--- src/rtl/conv_seq_ctrl.sv ---
module conv_seq_ctrl #(
  parameter int PH1_CYC = 438,
  parameter int PH2_CYC = 225,
  parameter int P1_AT   = 300,
  parameter int P2_AT   = 120,
  parameter int CODE_W  = 9,
  parameter int RES_W   = 16
) (
  input  logic              clk,
  input  logic              rst_n,
  input  logic              start_async,
  input  logic [CODE_W-1:0] p1_code,
  input  logic [CODE_W-1:0] p2_code,
  output logic              smp_hold,
  output logic              res_hold,
  output logic              p1_strobe,
  output logic              p2_strobe,
  output logic              latch_upd,
  output logic              busy_n,
  output logic              overrun,
  output logic [RES_W-1:0]  result
);
  localparam int SHIFT  = RES_W - CODE_W;
  localparam int SUM_W  = RES_W + 2;
  localparam int MAXPH  = (PH1_CYC > PH2_CYC) ? PH1_CYC : PH2_CYC;
  localparam int CNT_W  = $clog2(MAXPH) + 1;
  localparam logic [SUM_W-1:0] OFFSET = SUM_W'(1) << (SHIFT);

  typedef enum logic [1:0] {S_IDLE, S_PH1, S_PH2} st_t;

  st_t              st;
  logic [CNT_W-1:0] cnt;
  logic [2:0]       sync_q;
  logic [CODE_W-1:0] c1_q, c2_q;
  logic             edge_det, ph1_last, ph2_last;
  logic [SUM_W-1:0] sum;
  logic [RES_W-1:0] clamped;

  assign edge_det  = sync_q[1] & ~sync_q[2];
  assign ph1_last  = (cnt == CNT_W'(PH1_CYC - 1));
  assign ph2_last  = (cnt == CNT_W'(PH2_CYC - 1));

  assign busy_n    = (st == S_IDLE);
  assign smp_hold  = (st == S_PH1);
  assign res_hold  = (st == S_PH2);
  assign p1_strobe = (st == S_PH1) && (cnt == CNT_W'(P1_AT));
  assign p2_strobe = (st == S_PH2) && (cnt == CNT_W'(P2_AT));
  assign latch_upd = (st == S_PH2) && ph2_last;

  assign sum = {2'b00, c1_q, {SHIFT{1'b0}}}
             + {{(SUM_W-CODE_W){1'b0}}, c2_q} - OFFSET;

  always_comb begin
    if (sum[SUM_W-1])       clamped = '0;
    else if (sum[SUM_W-2])  clamped = '1;
    else                    clamped = sum[RES_W-1:0];
  end

  always_ff @(posedge clk) begin
    if (!rst_n) begin
      sync_q  <= '0;
      st      <= S_IDLE;
      cnt     <= '0;
      c1_q    <= '0;
      c2_q    <= '0;
      overrun <= 1'b0;
      result  <= '0;
    end else begin
      sync_q <= {sync_q[1:0], start_async};
      if (p1_strobe) c1_q <= p1_code;
      if (p2_strobe) c2_q <= p2_code;
      if (edge_det && st != S_IDLE) overrun <= 1'b1;
      case (st)
        S_IDLE: if (edge_det) begin
          st  <= S_PH1;
          cnt <= '0;
        end
        S_PH1: if (ph1_last) begin
          st  <= S_PH2;
          cnt <= '0;
        end else cnt <= cnt + 1'b1;
        S_PH2: if (ph2_last) begin
          st     <= S_IDLE;
          cnt    <= '0;
          result <= clamped ^ (RES_W'(1) << (RES_W-1));
        end else cnt <= cnt + 1'b1;
        default: st <= S_IDLE;
      endcase
    end
  end
endmodule

--- config.mk ---
export PLATFORM = sky130hd
export DESIGN_NAME = conv_seq_ctrl
export DESIGN_NICKNAME = d
export VERILOG_FILES = /design/src/rtl/conv_seq_ctrl.sv
export SDC_FILE = /design/constraint.sdc
export NUM_CORES = 1
export LEC_CHECK = 0
export ABC_AREA = 1
export BUFFER_PORTS_ARGS = -buffer_cell sky130_fd_sc_hd__buf_2
export CORE_UTILIZATION = 51
export CTS_CLUSTER_SIZE = 24
export DETAILED_ROUTE_END_ITERATION = 8
export PLACE_DENSITY = 0.76
export SLEW_MARGIN = 10
export SYNTH_ARGS = -nofsm -noshare
export SYNTH_HDL_FRONTEND = slang
export SYNTH_SLANG_ARGS = --single-unit
--- constraint.sdc ---
create_clock -name clk -period 2 [get_ports clk]
set_input_delay 0.3 -clock clk [delete_from_list [all_inputs] [get_ports clk]]
set_output_delay 0.3 -clock clk [all_outputs]
set_load 0.01 [all_outputs]
==> results of run 1 <==
## layer usage
metal	wire length [um]	GRT usage	part of all wire	up-vias
met5	0	0	0	-
met4	125	0.1019	0.019	0
met3	258	0.03832	0.039	12
met2	3389	0.4333	0.51	77
met1	2842	0.2769	0.43	1256
li1	-	-	-	1403
## stage by stage
step                      setup WS [ns]  utilization  hold slack [ns]  area [um2]
after floorplan                -0.02386            -           0.3905        2838
after global placement         -0.06502       0.6065           0.3934        3157
after detailed placement        -0.1633       0.6065           0.4034        3157
after CTS                      -0.06491       0.6401           0.1624        3332
after global routing            -0.1849       0.6601           0.1622        3436
final                          -0.07847       0.6601           0.1692        3436
## path summary, 6_finish.rpt
check	startpoint	end	slack [ns]	cells past startpoint
setup / recovery	c2_q[8]$_SDFFE_PN0P_	result[9]$_SDFFE_PN0P_	-0.08	14
hold reg to reg	sync_q[0]$_SDFF_PN0_	sync_q[1]$_SDFF_PN0_	0.42	2
setup reg to reg	c2_q[8]$_SDFFE_PN0P_	result[9]$_SDFFE_PN0P_	-0.08	14
hold / removal	start_async	sync_q[0]$_SDFF_PN0_	0.17	3
## flip-flops by register name, summed over array words and instances, names as in the netlist
signal / flops
result: 16
cnt: 10
c1_q: 9
c2_q: 9
sync_q: 3
st: 2
overrun: 1
## cells by family after synthesis
kind of cell | Yosys count | share of synthesized area
simple gates | 194 | 0.3042
compound gates | 70 | 0.1385
buf+inv | 70 | 0.1042
flops | 50 | 0.3563
fa+ha+maj | 19 | 0.08731
xor+xnor | 3 | 0.009356
## critical path, stage by stage, from the launching register on
cell	delay, ns
dfxtp_2	0.34
inv_2	0.04
ha_4	0.25
inv_2	0.04
ha_4	0.16
fa_2	0.38
nand3_2	0.08
nand3_2	0.07
nand2_2	0.11
nand2_2	0.08
nand2_4	0.12
nand2_4	0.09
nand2_2	0.08
nand2_1	0.06
a21oi_1	0.12
## where the power goes
group          internal (mW)  leakage (nW)  switching [mW]  total (mW)
clock                  0.374        0.0514           0.344       0.718
sequential              1.01         0.404          0.0140        1.03
combinational          0.135          1.09           0.248       0.383
## final cells by class
cell class,count,area (um2),share of cell area
flip-flops and latches,50,1003,0.2921
repair buffers,59,335.3,0.09760
clock inverters,2,37.54,0.01092
clock buffers,6,72.57,0.02112
well taps,70,87.58,0.02549
multi-input cells,287,1669,0.4858
inverters,60,230.2,0.06701
## placed cells by master (no fill, tap or decap), types with 2 or more instances in the layout
master and instances:
nand2_1 101, inv_1 53, dfxtp_1 48, buf_2 43
nor2_1 28, o21ai_0 28, a21oi_1 27, nand3_1 18
buf_4 16, ha_1 14, nor3_1 13, a21oi_2 12
nand2_2 12, inv_2 5, clkbuf_8 5, nand3_2 4
nand3b_1 4, nand2_4 3, nand4_1 3, xnor2_1 3
ha_4 3, nand3_4 2, dfxtp_2 2
## repair_timing
| action | 4_1_cts | 5_1_grt |
|---|---|---|
| gates resized for setup | 15 | 17 |
| endpoints found under the setup margin | 18 | 20 |
| buffers inserted | 0 | 5 |
| pin swaps | 10 | 10 |
| gates cloned | 1 | 0 |
==> run summary, run 1 <==
Status: finished with violations
Violated checks: setup timing
Number of placement rows: 26
Setup ws final: -0.07847 ns
Post-synthesis sequential area ratio: 0.3563
Clk slew on worst S/H paths: 0.09 ns
Final Hold Viols: 0
Clock H-tree levels: 2
Fillers: 449
Area leader, netlist: dfxtp_1
Die height: 76.22 um
Clk_skew: 0.006541 ns
Fraction of layout cells with a size suffix above 1: 0.2543
GR Overflow Total: 0
Vias in the first global route: 2614
Hold bufs inserted after CTS: 0
Crit end category: flip-flop
Setup Crit Path Kind: flip-flop to flip-flop
Slew margin rel.: 0.5162
Port Buf Inserts: 43
Setup TNS: -0.7178 ns
Hold Path Class: input pin to flip-flop
Unrepaired setup endpoints after global routing: yes
Max IR drop VDD: 0.5281 mV
Pwr/cell area: 619.4 nW/um2
Mapped Cells: 406
Root buffer cell: clkbuf_8
GRT Util Overall: 0.2393
First-pass GRT wire length: 11.29 mm
Crit start category: flip-flop
Drt via density: 5.146
Die ar.: 5809 um2
Die width: 76.22 um
Ys async rst share: 0
Pleak: 1.550 nW
Vias: 2748
Ant. Diodes: 0
Most instantiated cells after synthesis: nand2_1 (111), inv_1 (57), dfxtp_1 (50)
Number of CTS-inserted buffers: 5
Nets: 503
Mean Syn Cell Area: 6.919 um2
Power, Total: 2.128 mW
First-pass detailed-route iteration total: 5
Cell Area, Synth: 2809 um2
Final setup fails: 15
Detailed-route DRC error count: 0
CTS max path bufs: 2
Count leader, synth: nand2_1
Critical Path AT: 2.30 ns
Ys Warns: 0
Worst path required time: 2.22 ns
Final period util: 1.039
Ports: 44
Yosys cell types: 31
HPWL Detailed: 4.707 mm
Share of the synthesized area in the top cell type: 0.3563
Worst-Margin Slew: 0.7212 ns
Post-Route WL: 6.614 mm
RD Place Congestion: 0.9447
# clock sinks: 50
Total of max-cap violations: 0
Post-synth EDFFs: 0
Core area: 5205 um2
CTS tree: built
Area delta synth->final: 22.32%
Post-synth net total: 446
Starting Density: 0.5397
Inst Count DP: 520
Ranking of synthesized cells by area: dfxtp_1 (36%), nand2_1 (15%), ha_1 (8.0%)
Violation count after the first detailed-route iteration: 196
FMAX: 481.1 MHz
Cell Count, Final, Fillers Out: 534
Main flop type after synthesis: dfxtp_1
Min cycle time layout: 2.078 ns
DR WL/cell: 12.39 um
Largest net degree at the start of global routing: 32
Max-slew violations: 0
#FFs+latches synth: 50
DRT antenna net count: 0
Clk_lat worst skew: 0.31 ns
Initial antenna violation count: 0
CP Max Fanout: 8
No activity file was read; power rests on OpenSTA's default activity.
==> run 2, diff against run 1 <==
--- a/config.mk
+++ b/config.mk
@@ -7,10 +7,14 @@
 export LEC_CHECK = 0
 export ABC_AREA = 1
 export BUFFER_PORTS_ARGS = -buffer_cell sky130_fd_sc_hd__buf_2
-export CORE_UTILIZATION = 51
+export CELL_PAD_IN_SITES_DETAIL_PLACEMENT = 1
+export CELL_PAD_IN_SITES_GLOBAL_PLACEMENT = 1
+export CORE_UTILIZATION = 36
+export CTS_CLUSTER_DIAMETER = 60
 export CTS_CLUSTER_SIZE = 24
 export DETAILED_ROUTE_END_ITERATION = 8
-export PLACE_DENSITY = 0.76
+export PLACE_DENSITY_LB_ADDON = 0.1
+export SKIP_LAST_GASP = 1
 export SLEW_MARGIN = 10
 export SYNTH_ARGS = -nofsm -noshare
 export SYNTH_HDL_FRONTEND = slang
==> run 2 against run 1 <==
  * The run still ends with setup timing left
  * Worst setup slack better by 0.0073 ns
  * Highest routed layer unchanged
  * Die area increased by 40%
  * Power up 2.6%
  * Critical path depth shrank 1
  * Combinational power rose by 3%
  * First-iteration DRC count is 66% lower
  * Register-to-register slack hardly changed
==> run summary, run 2 (synthesis gave the netlist of run 1 again) <==
First-pass GRT wire length: 12.83 mm (+14%)
HPWL Detailed: 5.807 mm (+23%)
Slew margin rel.: 0.7307 (+0.2145)
Hold bufs inserted after CTS: 0 (unchanged)
CP delay by family, top: adder cells
Die height: 90.33 um (+19%)
Root buffer cell: clkbuf_8
Cell Count, Final, Fillers Out: 564 (+5.6%)
Critical path buffers and inverters: 2 (unchanged)
RD Place Congestion: 0.8419 (-11%)
Core area: 7408 um2 (+42%)
Ports: 44 (unchanged)
Placement Setup Slack: -0.1727 ns (-0.009419 ns)
Final period util: 1.036 (-0.003625)
Power, Total: 2.182 mW (+2.6%)
CTS max path bufs: 2 (unchanged)
Starting Density: 0.3792 (-0.1605)
Clk_skew: 0.004914 ns (-0.001627 ns)
Worst-Margin Slew: 0.3997 ns (-0.3215 ns)
Slowest-stage cell, CP: fa_2
Clk_lat worst skew: 0.31 ns (about the same)
Crit start category: flip-flop
Vias in the first global route: 2859 (+9.4%)
Total of max-cap violations: 0 (unchanged)
Setup TNS: -0.7090 ns (+0.008847 ns)
Largest net degree at the start of global routing: 20 (-38%)
Die width: 90.33 um (+19%)
Inst Count DP: 555 (+6.7%)
Biggest regs: result (16), cnt (10)
Core Util, Final: 0.4729 (-0.1872)
Max-slew violations: 0 (unchanged)
Biggest register: result
Min cycle time layout: 2.071 ns (-0.007251 ns)
Layout Cell Area excl Fill: 3503 um2 (+2.0%)
FMAX: 482.8 MHz (+0.35%)
DR WL/cell: 13.59 um (+9.7%)
Post-Route WL: 7.663 mm (+16%)
Worst path required time: 2.21 ns (about the same)
Ant. Diodes: 0 (unchanged)
Most common cell after layout, fill and taps aside: nand2_1
GRT Util Overall: 0.1964 (-0.04292)
Critical Path AT: 2.28 ns (-0.02 ns)
Final Hold Viols: 0 (unchanged)
Worst hold slack: 0.1631 ns (-0.006103 ns)
Worst path max stage delay: 0.37 ns (about the same)
Clk slew on worst S/H paths: 0.10 ns (about the same)
Setup Crit Path Kind: flip-flop to flip-flop
Drt via density: 4.824 (-6.2%)
CP Max Fanout: 8 (unchanged)
Final setup fails: 16 (+1)
Die ar.: 8160 um2 (+40%)
Critical path cell sequence: inv_2 > ha_4 > inv_2 > ha_4 > fa_2 > nand3_2 > nand3_4 > nand2_4 > nand3_4 > nand2_8 > nand2_1 > nand2_2 > a21oi_2
Initial antenna violation count: 0 (unchanged)
GR Overflow Total: 0 (unchanged)
Port Buf Inserts: 43 (unchanged)
# clock sinks: 50 (unchanged)
Post-CTS Setup Repair Bufs: 0 (unchanged)
Pleak: 1.568 nW (+1.1%)
Fillers: 970 (+120%)
Fraction of layout cells with a size suffix above 1: 0.2538 (-0.0005469)
Setup ws final: -0.07122 ns (+0.007251 ns)
Status: finished with violations
CTS tree: built
Area delta synth->final: 24.72%
Clock H-tree levels: 2 (unchanged)
Flip-flop count of the largest register after layout: 16 (unchanged)
Crit end category: flip-flop
Pwr/cell area: 622.9 nW/um2 (+0.57%)
Violated checks: setup timing
DRT antenna net count: 0 (unchanged)
Number of CTS-inserted buffers: 5 (unchanged)
Vias: 2721 (-0.98%)
Violation count after the first detailed-route iteration: 66 (-66%)
Max IR drop VDD: 0.4648 mV (-12%)
Number of placement rows: 31 (+19%)
Unrepaired setup endpoints after global routing: yes
Detailed-route DRC error count: 0 (unchanged)
Nets: 504 (+0.20%)
Hold Path Class: input pin to flip-flop
First-pass detailed-route iteration total: 4 (-1)
Most frequent cells in the layout: nand2_1 (100), inv_1 (54), dfxtp_1 (48)
Area after DPL: 3238 um2 (+2.6%)
run 2: path summary, 6_finish.rpt:
| path | startpoint | end | slack (ns) | cells past startpoint |
|---|---|---|---|---|
| worst max register to register | c2_q[8]$_SDFFE_PN0P_ | result[13]$_SDFFE_PN0P_ | -0.07 | 13 |
| worst min-delay path | start_async | sync_q[0]$_SDFF_PN0_ | 0.16 | 3 |
| worst max-delay path | c2_q[8]$_SDFFE_PN0P_ | result[13]$_SDFFE_PN0P_ | -0.07 | 13 |
| worst min register to register | sync_q[0]$_SDFF_PN0_ | sync_q[1]$_SDFF_PN0_ | 0.42 | 2 |
run 2: final cells by class:
| class | instances | area (um2) | area share |
|---|---|---|---|
| repair buffers | 60 | 346.6 | 0.09893 |
| clock buffers | 5 | 68.82 | 0.01964 |
| clock inverters | 3 | 47.55 | 0.01357 |
| well taps | 99 | 123.9 | 0.03536 |
| inverters | 60 | 230.2 | 0.06571 |
| multi-input cells | 287 | 1683 | 0.4804 |
| flip-flops and latches | 50 | 1003 | 0.2864 |
run 2: timing repair:
item                                    CTS  global route
pin swaps                                 8             8
endpoints found under the setup margin   16            18
gates cloned                              1             0
endpoints found under the hold margin     0             0
resized for setup                        11            23
run 2: worst reg2reg max path: stages, from the launching register on:
cell and delay [ns]:
dfxtp_2 0.34, inv_2 0.05, ha_4 0.25, inv_2 0.04
ha_4 0.15, fa_2 0.37, nand3_2 0.10, nand3_4 0.09
nand2_4 0.10, nand3_4 0.14, nand2_8 0.15, nand2_1 0.07
nand2_2 0.07, a21oi_2 0.05
run 2: routing by layer:
| metal | vias up | global-route usage | routed length (um) |
|---|---|---|---|
| met2 | 29 | 0.3785 | 4018 |
| met4 | 0 | 0.07930 | 186 |
| met1 | 1273 | 0.2161 | 3325 |
| met5 | - | 0 | 0 |
| li1 | 1406 | - | - |
| met3 | 13 | 0.02273 | 134 |
run 2: where the power goes:
part | switching (mW) | internal, mW | total, mW
Clock | 0.383 | 0.380 | 0.763
Combinational | 0.258 | 0.136 | 0.395
Sequential | 0.0106 | 1.01 | 1.02
Total | 0.652 | 1.53 | 2.18
==> run 3, diff against run 2 <==
--- a/config.mk
+++ b/config.mk
@@ -7,6 +7,7 @@
 export LEC_CHECK = 0
 export ABC_AREA = 1
 export BUFFER_PORTS_ARGS = -buffer_cell sky130_fd_sc_hd__buf_2
+export CAP_MARGIN = 25
 export CELL_PAD_IN_SITES_DETAIL_PLACEMENT = 1
 export CELL_PAD_IN_SITES_GLOBAL_PLACEMENT = 1
 export CORE_UTILIZATION = 36
@@ -14,6 +15,7 @@
 export CTS_CLUSTER_SIZE = 24
 export DETAILED_ROUTE_END_ITERATION = 8
 export PLACE_DENSITY_LB_ADDON = 0.1
+export SETUP_SLACK_MARGIN = 0.1
 export SKIP_LAST_GASP = 1
 export SLEW_MARGIN = 10
 export SYNTH_ARGS = -nofsm -noshare
==> run 3 against run 2 <==
  * The run still ends with setup timing left
  * Hold slack improved by 0.0049 ns
  * Largest cell class unchanged
  * Clock skew rose by 0.0029 ns
  * First-iteration DRC count fell by 3.0%
  * Via count rose by 0.26%
  * Sequential cell count did not move
  * Clock power fell by 15%
  * Combinational power rose by 3%
  * Cell area fell by 1.4%
  * Maximum frequency rose by 1.0%
  * Critical endpoint is now result[0]$_SDFFE_PN0P_
  * Worst setup slack improved by 0.021 ns
  * Highest routed layer unchanged
==> run summary, run 3 (synthesis gave the netlist of run 1 again) <==
First-pass GRT wire length: 12.73 mm (-0.81%)
CTS tree: built
Placement Setup Slack: -0.1664 ns (+0.006248 ns)
Crit end category: flip-flop
GR Overflow Total: 0 (unchanged)
Setup Crit Path Kind: flip-flop to flip-flop
Critical path buffers and inverters: 2 (unchanged)
Most common cell after layout, fill and taps aside: nand2_1
Fraction of layout cells with a size suffix above 1: 0.2559 (+0.002100)
Worst path max stage delay: 0.35 ns (-0.02 ns)
Worst Hold Path Cells: 3 (unchanged)
Initial antenna violation count: 0 (unchanged)
Worst-Margin Slew: 0.4169 ns (+0.01719 ns)
Pwr/cell area: 602.9 nW/um2 (-3.2%)
Max-slew violations: 0 (unchanged)
Port Buf Inserts: 43 (unchanged)
DRT antenna net count: 0 (unchanged)
Post-Route WL: 7.567 mm (-1.3%)
Flip-flop count of the largest register after layout: 16 (unchanged)
Unrepaired setup endpoints after global routing: yes
Total of max-cap violations: 0 (unchanged)
Area delta synth->final: 23.03%
Worst flop-to-flop path startpoint: c2_q[8]$_SDFFE_PN0P_
Min cycle time layout: 2.050 ns (-0.02097 ns)
Detailed-route DRC error count: 0 (unchanged)
Root buffer cell: clkbuf_8
Die ar.: 8160 um2 (unchanged)
Vias: 2728 (+0.26%)
Max IR drop VDD: 0.4573 mV (-1.6%)
Clock H-tree levels: 2 (unchanged)
Most frequent cells in the layout: nand2_1 (105), inv_1 (50), dfxtp_1 (49)
Slew margin rel.: 0.7191 (-0.01158)
Hold Path Origin: start_async
CTS max path bufs: 2 (unchanged)
WHS Endpoint: sync_q[0]$_SDFF_PN0_
Largest net degree at the start of global routing: 20 (unchanged)
Sequential share of power: 0.493 (+0.024)
Die width: 90.33 um (unchanged)
Core area: 7408 um2 (unchanged)
Vias in the first global route: 2787 (-2.5%)
Worst path required time: 2.24 ns (+0.03 ns)
Violated checks: setup timing
Die height: 90.33 um (unchanged)
Final setup fails: 13 (-3)
Violation count after the first detailed-route iteration: 64 (-3.0%)
Clk_skew: 0.007859 ns (+0.002945 ns)
Critical Path AT: 2.29 ns (about the same)
Reported net switching power: 0.6391 mW (-2.0%)
R2R Setup Slk: -0.05 ns (+0.02 ns)
Clk slew on worst S/H paths: 0.10 ns (about the same)
Slowest-stage cell, CP: fa_2
R2R depth: 14 (+1)
Status: finished with violations
FMAX: 487.7 MHz (+1.0%)
Biggest register: result
Hold Path Class: input pin to flip-flop
RD Place Congestion: 0.8419 (unchanged)
# clock sinks: 50 (unchanged)
Crit start category: flip-flop
Drt via density: 4.803 (-0.45%)
Pleak: 1.549 nW (-1.2%)
Sw frac: 0.3068 (+0.008048)
Comb pwr share: 0.194 (+0.013)
CP Max Fanout: 8 (unchanged)
GRT Util Overall: 0.1928 (-0.003619)
Clk_lat worst skew: 0.31 ns (about the same)
Ant. Diodes: 0 (unchanged)
Setup TNS: -0.1891 ns (+0.5199 ns)
CP delay by family, top: adder cells
First-pass detailed-route iteration total: 4 (unchanged)
HPWL Detailed: 5.790 mm (-0.29%)
Number of placement rows: 31 (unchanged)
R2r endpoint: result[0]$_SDFFE_PN0P_
Number of CTS-inserted buffers: 5 (unchanged)
Final period util: 1.025 (-0.01048)
Hold bufs inserted after CTS: 0 (unchanged)
DR WL/cell: 13.32 um (-1.9%)
Setup ws final: -0.05025 ns (+0.02097 ns)
Core Util, Final: 0.4665 (-0.006418)
Biggest regs: result (16), cnt (10)
Int Pwr: 1.444 mW (-5.6%)
Starting Density: 0.3792 (unchanged)
Final Hold Viols: 0 (unchanged)
Clk pwr share: 0.313 (-0.037)
Critical path cell sequence: inv_2 > ha_4 > inv_2 > ha_4 > fa_2 > nand3_2 > nand3_2 > nand2_2 > nand2_2 > nand2_4 > nand2_4 > nand2_1 > nand2_1 > a21oi_2
Ports: 44 (unchanged)
Nets: 508 (+0.79%)
[run 3: what timing repair did]
action,4_1_cts,5_1_grt
gates cloned,1,0
endpoints found under the setup margin,17,27
pin swaps,9,4
setup buffers,2,2
gates resized for setup,12,13
[run 3: cell type report]
cell class | count | area, um2
Sequential cell | 50 | 1002
Clock buffer | 6 | 82.58
Timing Repair Buffer | 64 | 372.9
Clock inverter | 2 | 17.52
Multi-Input combinational cell | 287 | 1627
Fill cell | 975 | 3953
Inverter | 60 | 230.2
Tap cell | 99 | 123.9
[run 3: how the worst max path moves through the flow]
stage	start	endpoint	slack [ns]	depth (start not counted)
floorplan	c2_q[8]$_SDFFE_PN0P_	result[13]$_SDFFE_PN0P_	-0.02	14
global placement	c2_q[8]$_SDFFE_PN0P_	result[8]$_SDFFE_PN0P_	-0.11	13
detailed placement	c2_q[8]$_SDFFE_PN0P_	result[5]$_SDFFE_PN0P_	-0.17	13
CTS	c2_q[8]$_SDFFE_PN0P_	result[0]$_SDFFE_PN0P_	-0.08	14
global route	c2_q[8]$_SDFFE_PN0P_	result[11]$_SDFFE_PN0P_	-0.20	14
finish	c2_q[8]$_SDFFE_PN0P_	result[0]$_SDFFE_PN0P_	-0.05	14
[run 3: power groups by stage]
| stage | clock (mW) | sequential [mW] | combinational, mW |
|---|---|---|---|
| 3_3_place_gp | 0 | 1.05 | 0.391 |
| 4_1_cts | 0.680 | 1.02 | 0.399 |
| 6_report | 0.652 | 1.03 | 0.405 |
| 5_1_grt | 0.713 | 1.03 | 0.460 |
| 3_5_place_dp | 0 | 1.05 | 0.395 |
| 2_1_floorplan | 0 | 1.05 | 0.240 |
[run 3: per-layer routing]
layer	GRT usage	vias up	share of wire
li1	-	1413	-
met2	0.3740	33	0.52
met1	0.2176	1273	0.44
met4	0.04973	0	0.014
met5	0	-	0
met3	0.02778	9	0.018
[run 3: worst register-to-register path, stage by stage (launching register included)]
cell	delay (ns)
dfxtp_2	0.34
inv_2	0.05
ha_4	0.25
inv_2	0.04
ha_4	0.15
fa_2	0.35
nand3_2	0.08
nand3_2	0.08
nand2_2	0.10
nand2_2	0.08
nand2_4	0.11
nand2_4	0.09
nand2_1	0.08
nand2_1	0.06
a21oi_2	0.14
[run 3: per-stage QoR]
| step | instances | instance area, um2 | hold WS [ns] | total power [mW] |
|---|---|---|---|---|
| finish | 568 | 3456 | 0.1680 | 2.083 |
| detailed placement | 555 | 3238 | 0.4044 | 1.443 |
| CTS | 566 | 3401 | 0.1622 | 2.104 |
| global route | 568 | 3456 | 0.1808 | 2.201 |
| floorplan | 406 | 2838 | 0.3905 | 1.286 |
| global placement | 555 | 3238 | 0.3949 | 1.438 |
